===== src/rtl/bgs_pkg.sv =====
package bgs_pkg;
  typedef enum logic [1:0] {
    SITE_RED   = 2'd0,
    SITE_GREEN = 2'd1,
    SITE_BLUE  = 2'd2
  } site_e;

  // Bit positions of the configuration fields
  localparam int LO_FIELD_LSB  = 0;
  localparam int HI_FIELD_LSB  = 16;
  localparam int PATTERN_LSB   = 16;
endpackage


===== src/rtl/bgs_site_tracker.sv =====
module bgs_site_tracker
  import bgs_pkg::*;
#(
  parameter int DIM_W = 16
) (
  input  logic             clk,
  input  logic             rst,
  input  logic             step,
  input  logic             sof,
  input  logic             eol,
  input  logic [DIM_W-1:0] width,
  input  logic [DIM_W-1:0] height,
  input  logic [1:0]       pattern,
  output site_e            site
);
  logic [DIM_W-1:0] col_q, row_q;
  logic [DIM_W-1:0] col_cur, row_cur;
  logic             line_end;
  logic             odd_row, odd_col, is_green, is_red;

  assign col_cur  = sof ? '0 : col_q;
  assign row_cur  = sof ? '0 : row_q;
  assign line_end = eol || (col_cur == width - DIM_W'(1));

  always_ff @(posedge clk) begin
    if (rst) begin
      col_q <= '0;
      row_q <= '0;
    end else if (step) begin
      if (line_end) begin
        col_q <= '0;
        row_q <= (row_cur == height - DIM_W'(1)) ? '0 : row_cur + DIM_W'(1);
      end else begin
        col_q <= col_cur + DIM_W'(1);
        row_q <= row_cur;
      end
    end
  end

  // Green lies on the diagonal selected by whether the cell starts with green.
  assign odd_row  = row_cur[0];
  assign odd_col  = col_cur[0];
  assign is_green = (odd_row ^ odd_col) ^ (pattern[1] ^ pattern[0]);
  assign is_red   = odd_row ^ pattern[1];

  always_comb begin
    if (is_green)    site = SITE_GREEN;
    else if (is_red) site = SITE_RED;
    else             site = SITE_BLUE;
  end
endmodule


===== src/rtl/bgs_gain_mul.sv =====
module bgs_gain_mul #(
  parameter int PIX_W  = 12,
  parameter int GAIN_W = 16,
  parameter int FRAC   = 7
) (
  input  logic [PIX_W-1:0]  pix,
  input  logic [GAIN_W-1:0] gain,
  output logic [PIX_W-1:0]  result
);
  localparam int PROD_W = PIX_W + GAIN_W;

  logic [PROD_W-1:0] prod;
  logic [PROD_W-1:0] scaled;

  assign prod   = PROD_W'(pix) * PROD_W'(gain);
  assign scaled = prod >> FRAC;
  assign result = (|scaled[PROD_W-1:PIX_W]) ? {PIX_W{1'b1}} : scaled[PIX_W-1:0];
endmodule


===== src/rtl/bayer_gain_stage.sv =====
module bayer_gain_stage
  import bgs_pkg::*;
#(
  parameter int PIX_W      = 12,
  parameter int GAIN_W     = 16,
  parameter int FRAC       = 7,
  parameter int DIM_W      = 16,
  parameter int BYPASS_BIT = 8
) (
  input  logic             clk,
  input  logic             rst,
  input  logic [31:0]      cfg_gain_rb,
  input  logic [31:0]      cfg_gain_gp,
  input  logic [31:0]      cfg_bypass,
  input  logic [31:0]      cfg_dims,
  input  logic             s_valid,
  output logic             s_ready,
  input  logic [PIX_W-1:0] s_data,
  input  logic             s_sof,
  input  logic             s_eol,
  output logic             m_valid,
  input  logic             m_ready,
  output logic [PIX_W-1:0] m_data,
  output logic             m_sof,
  output logic             m_eol
);
  logic [GAIN_W-1:0] gain_r, gain_g, gain_b, gain_sel;
  logic [1:0]        pattern;
  logic [DIM_W-1:0]  width, height;
  logic              advance, take;
  site_e             site;

  assign gain_r  = cfg_gain_rb[LO_FIELD_LSB +: GAIN_W];
  assign gain_b  = cfg_gain_rb[HI_FIELD_LSB +: GAIN_W];
  assign gain_g  = cfg_gain_gp[LO_FIELD_LSB +: GAIN_W];
  assign pattern = cfg_gain_gp[PATTERN_LSB +: 2];
  assign width   = cfg_dims[LO_FIELD_LSB +: DIM_W];
  assign height  = cfg_dims[HI_FIELD_LSB +: DIM_W];

  logic unused_cfg;
  assign unused_cfg = ^{cfg_gain_gp[31:18], cfg_bypass};

  // Both stages move together whenever the output register can be refilled.
  assign advance = !m_valid || m_ready;
  assign s_ready = advance;
  assign take    = s_valid && advance;

  bgs_site_tracker #(.DIM_W(DIM_W)) u_track (
    .clk     (clk),
    .rst     (rst),
    .step    (take),
    .sof     (s_sof),
    .eol     (s_eol),
    .width   (width),
    .height  (height),
    .pattern (pattern),
    .site    (site)
  );

  always_comb begin
    unique case (site)
      SITE_RED:   gain_sel = gain_r;
      SITE_GREEN: gain_sel = gain_g;
      default:    gain_sel = gain_b;
    endcase
  end

  // Stage 1: captured pixel, its gain and its flags
  logic              st1_valid, st1_byp, st1_sof, st1_eol;
  logic [PIX_W-1:0]  st1_pix;
  logic [GAIN_W-1:0] st1_gain;

  always_ff @(posedge clk) begin
    if (rst) begin
      st1_valid <= 1'b0;
      st1_byp   <= 1'b0;
      st1_sof   <= 1'b0;
      st1_eol   <= 1'b0;
      st1_pix   <= '0;
      st1_gain  <= '0;
    end else if (advance) begin
      st1_valid <= s_valid;
      st1_byp   <= cfg_bypass[BYPASS_BIT];
      st1_sof   <= s_sof;
      st1_eol   <= s_eol;
      st1_pix   <= s_data;
      st1_gain  <= gain_sel;
    end
  end

  logic [PIX_W-1:0] scaled;

  bgs_gain_mul #(.PIX_W(PIX_W), .GAIN_W(GAIN_W), .FRAC(FRAC)) u_mul (
    .pix    (st1_pix),
    .gain   (st1_gain),
    .result (scaled)
  );

  // Stage 2: registered output
  always_ff @(posedge clk) begin
    if (rst) begin
      m_valid <= 1'b0;
      m_data  <= '0;
      m_sof   <= 1'b0;
      m_eol   <= 1'b0;
    end else if (advance) begin
      m_valid <= st1_valid;
      m_data  <= st1_byp ? st1_pix : scaled;
      m_sof   <= st1_sof;
      m_eol   <= st1_eol;
    end
  end
endmodule


===== config.mk =====
export PLATFORM = sky130hd
export DESIGN_NAME = bayer_gain_stage
export DESIGN_NICKNAME = d
export VERILOG_FILES = /design/src/rtl/bgs_pkg.sv /design/src/rtl/bgs_site_tracker.sv /design/src/rtl/bgs_gain_mul.sv /design/src/rtl/bayer_gain_stage.sv
export SDC_FILE = /design/constraint.sdc
export NUM_CORES = 1
export LEC_CHECK = 0
export BUFFER_PORTS_ARGS = -buffer_cell sky130_fd_sc_hd__buf_4
export CORE_UTILIZATION = 35
export CTS_BUF_LIST = sky130_fd_sc_hd__clkbuf_2 sky130_fd_sc_hd__clkbuf_4 sky130_fd_sc_hd__clkbuf_8
export DETAILED_ROUTE_END_ITERATION = 8
export HOLD_SLACK_MARGIN = 0.08
export PLACE_DENSITY_LB_ADDON = 0.3
export REMOVE_ABC_BUFFERS = 1
export SLEW_MARGIN = 20
export SYNTH_ARGS = -nofsm -noshare
export SYNTH_HDL_FRONTEND = slang
export SYNTH_SLANG_ARGS = --single-unit

===== constraint.sdc =====
create_clock -name clk -period 6.5 [get_ports clk]
set_input_delay 1.625 -clock clk [delete_from_list [all_inputs] [get_ports clk]]
set_output_delay 1.625 -clock clk [all_outputs]
set_load 0.05 [all_outputs]

## After elaboration in Yosys (flattened, before gate mapping)

Index checks and enable logic that the tools add are counted.
W data, S select, Z words.

| cells by class | value |
|---|---|
| equal/unequal tests | 3 |
| $mul | 1 |
| reductions and logical operators | 6 |
| bitwise operators | 4 |
| mux-type cells | 10 |
| $add $sub $neg | 4 |

Operators with widths:

| operator | count |
|---|---|
| $mux W16 | 5 |
| $add A16 B1 Y16 const B | 2 |
| $eq A16 B16 Y1 | 2 |
| $pmux W16 S2 | 1 |
| $sub A16 B1 Y16 const B | 2 |
| $mul A12 B16 Y28 | 1 |
| $mux W12 | 2 |
| $reduce_or A9 Y1 | 1 |
| $mux W2 | 2 |
| $xor A1 B1 Y1 | 4 |
| $eq A2 B1 Y1 const B | 1 |
| $logic_not A2 Y1 | 1 |
| $logic_or A1 B1 Y1 | 2 |
| $logic_and A1 B1 Y1 | 1 |
| $logic_not A1 Y1 | 1 |

| word-level totals | value |
|---|---|
| output and inout port bits | 16 |
| register bits after elaboration | 79 |

## Logic depth before layout (Yosys ltp)

Gate-level depths: netlist (run 1).

| depth | value |
|---|---|
| word-level depth | 6 |
| gate-level depth with buffers | 25 |
| depth with buffers taken out | 21 |

## Cells and area by module

Synthesis (run 1) repeated with hierarchy kept, for this count alone.

| second synthesis, totals | value |
|---|---|
| cell total of the unflattened synthesis | 1,507 |
| area total of the unflattened synthesis | 12,066.6 um^2 |

By module, submodules not included:

| module | times used | cells each | area an instance (um^2) |
|---|---|---|---|
| bgs_gain_mul | 1 | 801 | 6,427.4 |
| bgs_site_tracker | 1 | 459 | 3,343.2 |
| bayer_gain_stage | 1 | 247 | 2,296.0 |

## Worst setup path before layout (run 1)

No wires, ideal clock.

| path | value |
|---|---|
| path type | register -> register |
| start point | register st1_pix[3] |
| end point | register m_data[7] |
| data arrival time | 6,202 ps |
| setup time | 122 ps |
| path slack | 177 ps |
| cell stages (with the launch flop) | 23 |
| path buffers | 3 |
| cells stage by stage | dfxtp_1 -> clkbuf_1 -> clkbuf_1 -> nand2_1 -> fa_1 -> fa_1 -> inv_1 -> fa_1 -> fa_1 -> inv_1 -> fa_1 -> inv_1 -> ha_1 -> a21o_1 -> a31oi_1 -> o21ai_2 -> a21o_1 -> a211o_1 -> a221oi_2 -> xnor2_1 -> or4_4 -> buf_6 -> a221o_1 |

| between the ends | value |
|---|---|
| word-level cells in the longest chain between the ends | 4 |

Ends and longest elaborated chain:

| item | RTL line | source |
|---|---|---|
| start: declaration | bayer_gain_stage.sv:70 | `logic [PIX_W-1:0] st1_pix;` |
| start signal: assignment | bayer_gain_stage.sv:86 | `st1_pix <= s_data;` |
| $mul A12 B16 Y28 (*) | bgs_gain_mul.sv:15 | `assign prod = PROD_W'(pix) * PROD_W'(gain);` |
| $reduce_or A9 Y1 | bgs_gain_mul.sv:17 | `assign result = (\|scaled[PROD_W-1:PIX_W]) ? {PIX_W{1'b1}} : scaled[PIX_W-1:0];` |
| $mux W12 (*) | bgs_gain_mul.sv:17 |  |
| $mux W12 (*) | bayer_gain_stage.sv:108 | `m_data <= st1_byp ? st1_pix : scaled;` |
| end signal: assignment | bayer_gain_stage.sv:108 |  |
| end: declaration | bayer_gain_stage.sv:23 | `output logic [PIX_W-1:0] m_data,` |

Every way passes the cells marked *; elsewhere a longest branch is shown, timed or not.
A chain may end at the register's enable or synchronous reset.

## Worst setup path in the final report (run 1)

| path | value |
|---|---|
| start point | register st1_gain[5] |
| end point | register m_data[8] |

| between the ends | value |
|---|---|
| word-level cells in the longest chain between the ends | 4 |

Ends and longest elaborated chain:

| item | RTL line | source |
|---|---|---|
| start: declaration | bayer_gain_stage.sv:71 | `logic [GAIN_W-1:0] st1_gain;` |
| start signal: assignment | bayer_gain_stage.sv:87 | `st1_gain <= gain_sel;` |
| $mul A12 B16 Y28 (*) | bgs_gain_mul.sv:15 |  |
| $reduce_or A9 Y1 | bgs_gain_mul.sv:17 |  |
| $mux W12 (*) | bgs_gain_mul.sv:17 |  |
| $mux W12 (*) | bayer_gain_stage.sv:108 |  |

Marked as above.

==> metrics.md, run 1 <==
| Metric | Value |
|---|---|
| Vias in the first global route | `9910` |
| Initial Util | `0.358` |
| Post-CTS Setup Repair Bufs | `0` |
| Core area | `31700 um^2` |
| Clock Sinks | `79` |
| TNS Setup | `0 ns` |
| Critical R2R Launch | `st1_gain[5]` |
| Final Hold Vio Count | `0` |
| Antenna Cells | `0` |
| Number of enable flip-flop cells after synthesis | `0` |
| Unrepaired setup endpoints after global routing | `false` |
| Die width | `182 um` |
| Area of the multi-input gates | `8720 um^2` |
| Final net count | `1853` |
| Startpoint types | `flip-flop` |
| Crit path largest cell delay | `0.64 ns` |
| Setup slack, reg-to-reg | `0.27 ns` |
| # setup viols final | `0` |
| Register share of total power | `0.266` |
| Slew @ Worst Pin | `0.991 ns` |
| H-tree levels | `3` |
| Buffers on Ports | `116` |
| Count leader, synth | `inv_1` |
| CTS buffer count | `9` |
| Worst-path cell chain | `and2_1, fa_1, inv_1, fa_1, inv_1, fa_1, fa_1, inv_1, fa_1, inv_1, ha_1, a21o_1, a31oi_1, o21ai_2, a21o_1, a211o_1, a221oi_2, xnor2_1, or4_4, a221o_1` |
| Required @ worst endpoint | `6.78 ns` |
| Post-placement cell area | `12800 um^2` |
| Layout cell share with drive strength beyond 1 | `0.147` |
| Yosys warns | `0` |
| Max rail drop VDD | `112 uV` |
| Bufs and invs on worst path | `4` |
| Critical path class | `flip-flop to flip-flop` |
| Post-synth cell types | `73` |
| Worst path slowest cell | `or4_4` |
| Clock Skew | `0.0331 ns` |
| GPL Wtd Cong | `0.851` |
| Synth top area cells | `fa_1 (24%), dfxtp_1 (14%), ha_1 (7.3%)` |
| Crit path max fanout | `12` |
| I/O pin cnt | `162` |
| Drt via density | `5.26` |
| Sw Pwr | `0.00106 W` |
| Hold Path Class | `flip-flop to flip-flop` |
| Synth Area per Inst | `8.03 um^2` |
| Crit-path most repeated cell | `fa_1` |
| Top delay family on crit path | `adder cells` |
| Reg2Reg Depth | `20` |
| Switching Share | `0.456` |
| Remaining Overflow, GRT | `0` |
| First-pass GRT wire length | `49800 um` |
| CP Capture Type | `flip-flop` |
| FP Rows | `65` |
| Top cells by count, synth | `inv_1 (203), nand2_1 (201), fa_1 (139)` |
| Comb power frac | `0.553` |
| Root Driver | `clkbuf_8` |
| Die ar. | `33200 um^2` |
| Slew HR | `0.338` |
| Post-synth top flop | `dfxtp_1` |
| Mapped Cells | `1415` |
| LEAKAGE | `5.93 nW` |
| Fraction of registers with async set/reset | `0` |
| Pwr/cell area | `180 nW/um^2` |
| DRT Pass-1 Iters | `5` |
| CTS max path bufs | `2` |
| Worst setup path end | `m_data[8]` |
| # DRC | `0` |
| Initial antenna violation count | `0` |
| Netlist area before placement | `11400 um^2` |
| Slew Limit Fails | `0` |
| Fin crit period | `6.23 ns` |
| FF+latch area | `1600 um^2` |
| Post-route ant nets | `0` |
| Max Cap Violations | `0` |
| Internal cell power | `0.00127 W` |
| Flop and latch count out of synthesis | `79` |
| Synth area leader | `fa_1` |
| Cell area after layout | `13000 um^2` |
| Worst flop-to-flop path endpoint | `m_data[8]` |
| Clock transition at the registers of the reported paths | `0.12 ns` |
| Final wirelength | `30100 um` |
| DRT iter0 DRCs | `520` |
| Clk_lat worst skew | `0.42 ns` |
| Data arrival, critical path | `6.51 ns` |
| TritonCTS clock tree | `built` |
| Period Utilization, post-route | `0.958` |
| Top cell type's share of synthesized area | `0.245` |
| Routed len/inst | `15.8 um` |
| Crit path depth | `20` |
| Fmax | `161 MHz` |
| Status | `finished, final reports clean` |
| HPWL after DPL | `23900 um` |
| Clock power share | `0.181` |
| Synthesis-to-layout area growth | `14.3%` |
| CP startpoint | `st1_gain[5]` |
| Largest net degree at the start of global routing | `62` |
| Via count | `10.0k` |
| Overall routing resource usage | `0.186` |
| Fill count | `3288` |
| Register area share after synthesis | `0.139` |
| Die height | `182 um` |
==> worst register-to-register path: stages (launching register included) <==
cell and delay (ns):
dfxtp_2 0.40, and2_1 0.20, fa_1 0.53, inv_1 0.05, fa_1 0.53, inv_1 0.05
fa_1 0.48, fa_1 0.55, inv_1 0.05, fa_1 0.53, inv_1 0.04, ha_1 0.30
a21o_1 0.18, a31oi_1 0.23, o21ai_2 0.11, a21o_1 0.18, a211o_1 0.31, a221oi_2 0.28
xnor2_1 0.11, or4_4 0.64, a221o_1 0.32
==> worst min-delay path by stage <==
stage,from,to,slack (ns),depth (start not counted)
floorplan,st1_eol,st1_eol,0.43,2
global placement,st1_eol,st1_eol,0.44,2
detailed placement,st1_sof,st1_sof,0.45,2
CTS,st1_sof,st1_sof,0.46,2
global route,st1_valid,st1_valid,0.49,2
finish,st1_sof,st1_sof,0.46,2
==> state kept, by name, indices dropped and copies added (netlist names) <==
| register | cells |
|---|---|
| m_data | 12 |
| m_eol | 1 |
| m_sof | 1 |
| m_valid | 1 |
| st1_byp | 1 |
| st1_eol | 1 |
| st1_gain | 16 |
| st1_pix | 12 |
| st1_sof | 1 |
| st1_valid | 1 |
| u_track.col_q | 16 |
| u_track.row_q | 16 |
==> kinds of logic after synthesis <==
logic type,synth area share
compound gates,0.153
simple gates,0.233
mux,0.00627
flops,0.139
xor+xnor,0.0543
buf+inv,0.0964
fa+ha+maj,0.317
==> cells in the final DEF, fill, tap and decap left out, drive strengths merged, types with 17 or more instances in the layout <==
master,n
nand2b,18
and2,89
xnor2,50
dfxtp,79
nor3,23
nor2b,21
o21ai,46
nand2,201
nor2,49
a21oi,70
o21a,18
ha,66
and3,20
a221oi,17
fa,139
inv,205
nand3,22
buf,160
==> power groups by stage <==
stage / combinational, W / clock [W] / sequential, W
final: 0.00129 / 0.000422 / 0.000620
after global routing: 0.00146 / 0.000453 / 0.000629
after CTS: 0.00130 / 0.000432 / 0.000618
after detailed placement: 0.00130 / 0 / 0.000630
after global placement: 0.00129 / 0 / 0.000630
after floorplan: 0.000758 / 0 / 0.000716
==> final cells by class <==
| cell class | instances | share of cell area |
|---|---|---|
| multi-input cells | 1049 | 0.671 |
| flip-flops and latches | 79 | 0.123 |
| repair buffers | 160 | 0.0925 |
| inverters | 203 | 0.0587 |
| well taps | 402 | 0.0387 |
| clock buffers | 11 | 0.0112 |
| clock inverters | 5 | 0.00491 |
==> through the flow <==
stage	hold slack, ns	std cells	power, W	util	setup WS [ns]
after floorplan	0.426	1331	0.00147	-	0.476
after global placement	0.439	1893	0.00192	0.402	0.245
after detailed placement	0.447	1893	0.00193	0.402	0.195
after CTS	0.460	1909	0.00235	0.409	0.130
after global routing	0.488	1909	0.00254	0.410	0.0175
final	0.459	1909	0.00233	0.410	0.275
==> per-layer routing <==
layer  wire length, um  global-route usage  part of all wire
met5                 0                   0                 0
met4               657              0.0545             0.022
met3              1390              0.0283             0.046
met2             14300               0.317              0.48
met1             13700               0.243              0.45
==> what timing repair did <==
item / in CTS / in global routing
resized for setup: 0 / 14
hold buffers: 0 / 0
hold endpoints to repair: 0 / 0
setup endpoints to repair: 0 / 12
Note: power is estimated with default switching activity, not from simulation.
==> run 2: changes to the inputs <==
--- a/config.mk
+++ b/config.mk
@@ -12,7 +12,6 @@
 export HOLD_SLACK_MARGIN = 0.08
 export PLACE_DENSITY_LB_ADDON = 0.3
 export REMOVE_ABC_BUFFERS = 1
-export SLEW_MARGIN = 20
 export SYNTH_ARGS = -nofsm -noshare
 export SYNTH_HDL_FRONTEND = slang
 export SYNTH_SLANG_ARGS = --single-unit
==> constraint.sdc (replaced) <==
create_clock -name clk -period 6.14 [get_ports clk]
set_input_delay 1.535 -clock clk [delete_from_list [all_inputs] [get_ports clk]]
set_output_delay 1.535 -clock clk [all_outputs]
set_load 0.05 [all_outputs]
==> metrics.md, run 2 (same netlist as run 1, synthesis figures left out) <==
| Metric | Value |
|---|---|
| Commonest cells after routing, fill and taps aside | `inv_1 (198), nand2_1 (198), buf_4 (176), fa_1 (135), and2_1 (76)` |
| Clock Skew | `0.0244 ns (-0.00870 ns)` |
| Buffers on Ports | `116 (unchanged)` |
| Hold Path End | `m_sof` |
| GPL Wtd Cong | `0.869 (+2.1%)` |
| # hold bufs at CTS | `0 (unchanged)` |
| Overall routing resource usage | `0.190 (+0.00391)` |
| H-tree levels | `3 (unchanged)` |
| Hold path start | `m_sof` |
| Synthesis-to-layout area growth | `20.4%` |
| Worst flop-to-flop path endpoint | `m_data[1]` |
| Worst path slowest cell | `or4_4` |
| Data arrival, critical path | `6.26 ns (-0.25 ns)` |
| Crit path largest cell delay | `0.61 ns (-0.03 ns)` |
| Slew HR | `0.159 (-0.180)` |
| Fin crit period | `5.98 ns (-0.242 ns)` |
| Unrepaired setup endpoints after global routing | `true` |
| I/O pin cnt | `162 (unchanged)` |
| Vias in the first global route | `10.3k (+3.9%)` |
| FP Rows | `65 (unchanged)` |
| Crit-path most repeated cell | `fa_1` |
| Post-route ant nets | `0 (unchanged)` |
| Crit path max fanout | `8 (-4)` |
| Setup slack, reg-to-reg | `0.16 ns (-0.12 ns)` |
| Die ar. | `33200 um^2 (unchanged)` |
| Placed cells | `1917 (+1.3%)` |
| Met2 usage | `0.325 (+0.00797)` |
| LEAKAGE | `6.17 nW (+4.1%)` |
| Fmax | `167 MHz (+4.0%)` |
| Root Driver | `clkbuf_8` |
| Met1 GRT Util | `0.247 (+0.00320)` |
| Core area | `31700 um^2 (unchanged)` |
| Antenna Cells | `0 (unchanged)` |
| Pwr/cell area | `198 nW/um^2 (+10%)` |
| First-pass GRT wire length | `51000 um (+2.5%)` |
| Layout cell share with drive strength beyond 1 | `0.198 (+0.0505)` |
| CTS max path bufs | `2 (unchanged)` |
| CTS buffer count | `9 (unchanged)` |
| Top Registers | `st1_gain x16, u_track.col_q x16, u_track.row_q x16` |
| Non-filler cells, final | `1949 (+2.1%)` |
| Max Cap Violations | `0 (unchanged)` |
| Initial antenna violation count | `0 (unchanged)` |
| CP Capture Type | `flip-flop` |
| Final Hold Vio Count | `0 (unchanged)` |
| Critical path class | `flip-flop to flip-flop` |
| Final wirelength | `31100 um (+3.4%)` |
| Fill count | `3204 (-2.6%)` |
| Post-placement cell area | `12900 um^2 (+1.4%)` |
| HPWL after DPL | `24600 um (+2.8%)` |
| Required @ worst endpoint | `6.42 ns (-0.36 ns)` |
| Met3 Use GR | `0.0271 (-0.00120)` |
| Largest net degree at the start of global routing | `62 (unchanged)` |
| FF+latch area | `1640 um^2 (+2.6%)` |
| Final net count | `1893 (+2.2%)` |
| Via count | `10.3k (+3.0%)` |
| Clock transition at the registers of the reported paths | `0.11 ns (about the same)` |
| TritonCTS clock tree | `built` |
| Clk_lat worst skew | `0.41 ns (about the same)` |
| # setup viols final | `0 (unchanged)` |
| Initial Util | `0.358 (unchanged)` |
| Slew Limit Fails | `0 (unchanged)` |
| Period Utilization, post-route | `0.974 (+0.0167)` |
| Clock Sinks | `79 (unchanged)` |
| DRT Pass-1 Iters | `6 (+1)` |
| Slew @ Worst Pin | `1.26 ns (+0.268 ns)` |
| # DRC | `0 (unchanged)` |
| Area of the multi-input gates | `8940 um^2 (+2.5%)` |
| Die height | `182 um (unchanged)` |
| Die width | `182 um (unchanged)` |
| Max rail drop VDD | `129 uV (+15%)` |
| Busiest grt layer | `met2` |
| Critical R2R Launch | `st1_pix[3]` |
| Hold Path Class | `flip-flop to flip-flop` |
| Remaining Overflow, GRT | `0 (unchanged)` |
| Cell area after layout | `13700 um^2 (+5.3%)` |
| DRT iter0 DRCs | `555 (+6.7%)` |
| Hold Path Depth | `2 (unchanged)` |
| Routed len/inst | `16.0 um (+1.3%)` |
| Reg2Reg Depth | `21 (+5.0%)` |
| Drt via density | `5.31 (+0.87%)` |
| Worst-path cell chain | `buf_8, nand2_2, fa_1, inv_1, fa_1, inv_1, fa_1, fa_1, inv_1, fa_1, ha_4, a21oi_2, o21ai_0, a21o_1, a21o_1, a211o_1, buf_4, xnor2_2, nand3_2, or4_4, a221o_1` |
| Status | `finished, final reports clean` |
| Startpoint types | `flip-flop` |
run 2: power breakdown:
group	switching, W	total (W)	internal, W	leakage, nW
sequential	0.0000709	0.000641	0.000570	0.660
combinational	0.000897	0.00162	0.000721	5.40
clock	0.000247	0.000445	0.000197	0.108
total	0.00122	0.00270	0.00149	6.17
run 2: area by class of cell:
cell class                 count  share of cell area
timing repair buffer         199               0.119
sequential                    79               0.120
tap                          402              0.0368
inverter                     203              0.0557
clock inverter                 7             0.00640
multi-input combinational   1050               0.653
clock buffer                   9             0.00905
run 2: timing repair:
item | CTS | global route
setup endpoints to repair | 7 | 12
gates cloned | 0 | 1
pin swaps | 0 | 37
gates resized for setup | 3 | 101
setup buffers | 0 | 15
run 2: metal layers:
layer  up-vias  part of all wire
met5         -                 0
met4         0             0.023
met3        42             0.043
met2       242              0.49
met1      5133              0.45
li1       4928                 -
run 2: worst max path at each step:
stage,from,endpoint,cells past startpoint
2_1_floorplan,st1_pix[3],m_data[11],19
3_3_place_gp,st1_pix[8],m_data[1],20
3_5_place_dp,st1_gain[9],m_data[1],19
4_1_cts,st1_gain[10],m_data[1],19
5_1_grt,st1_pix[3],m_data[2],20
6_report,st1_pix[3],m_data[1],21
run 2: worst max-delay path, delay by kind of cell (launching register included):
kind	cells	cell delay (ns)
AOI/OAI and AO/OA	6	1.28
xor gates and xnor gates	1	0.13
adders and majority gates	6	2.80
buffers and inverters	5	0.44
DFF	1	0.41
and+or+nand+nor	3	0.79
run 2: stage by stage:
| step | setup TNS [ns] | setup slack (ns) | utilization | hold slack [ns] | total power, W |
|---|---|---|---|---|---|
| final | 0 | 0.157 | 0.431 | 0.463 | 0.00270 |
| after floorplan | 0 | 0.116 | - | 0.426 | 0.00156 |
| after CTS | 0 | 0.00596 | 0.415 | 0.465 | 0.00256 |
| after global routing | -0.113 | -0.0482 | 0.431 | 0.484 | 0.00292 |
| after global placement | 0 | 0.0292 | 0.408 | 0.439 | 0.00208 |
| after detailed placement | -0.00704 | -0.00704 | 0.408 | 0.453 | 0.00210 |
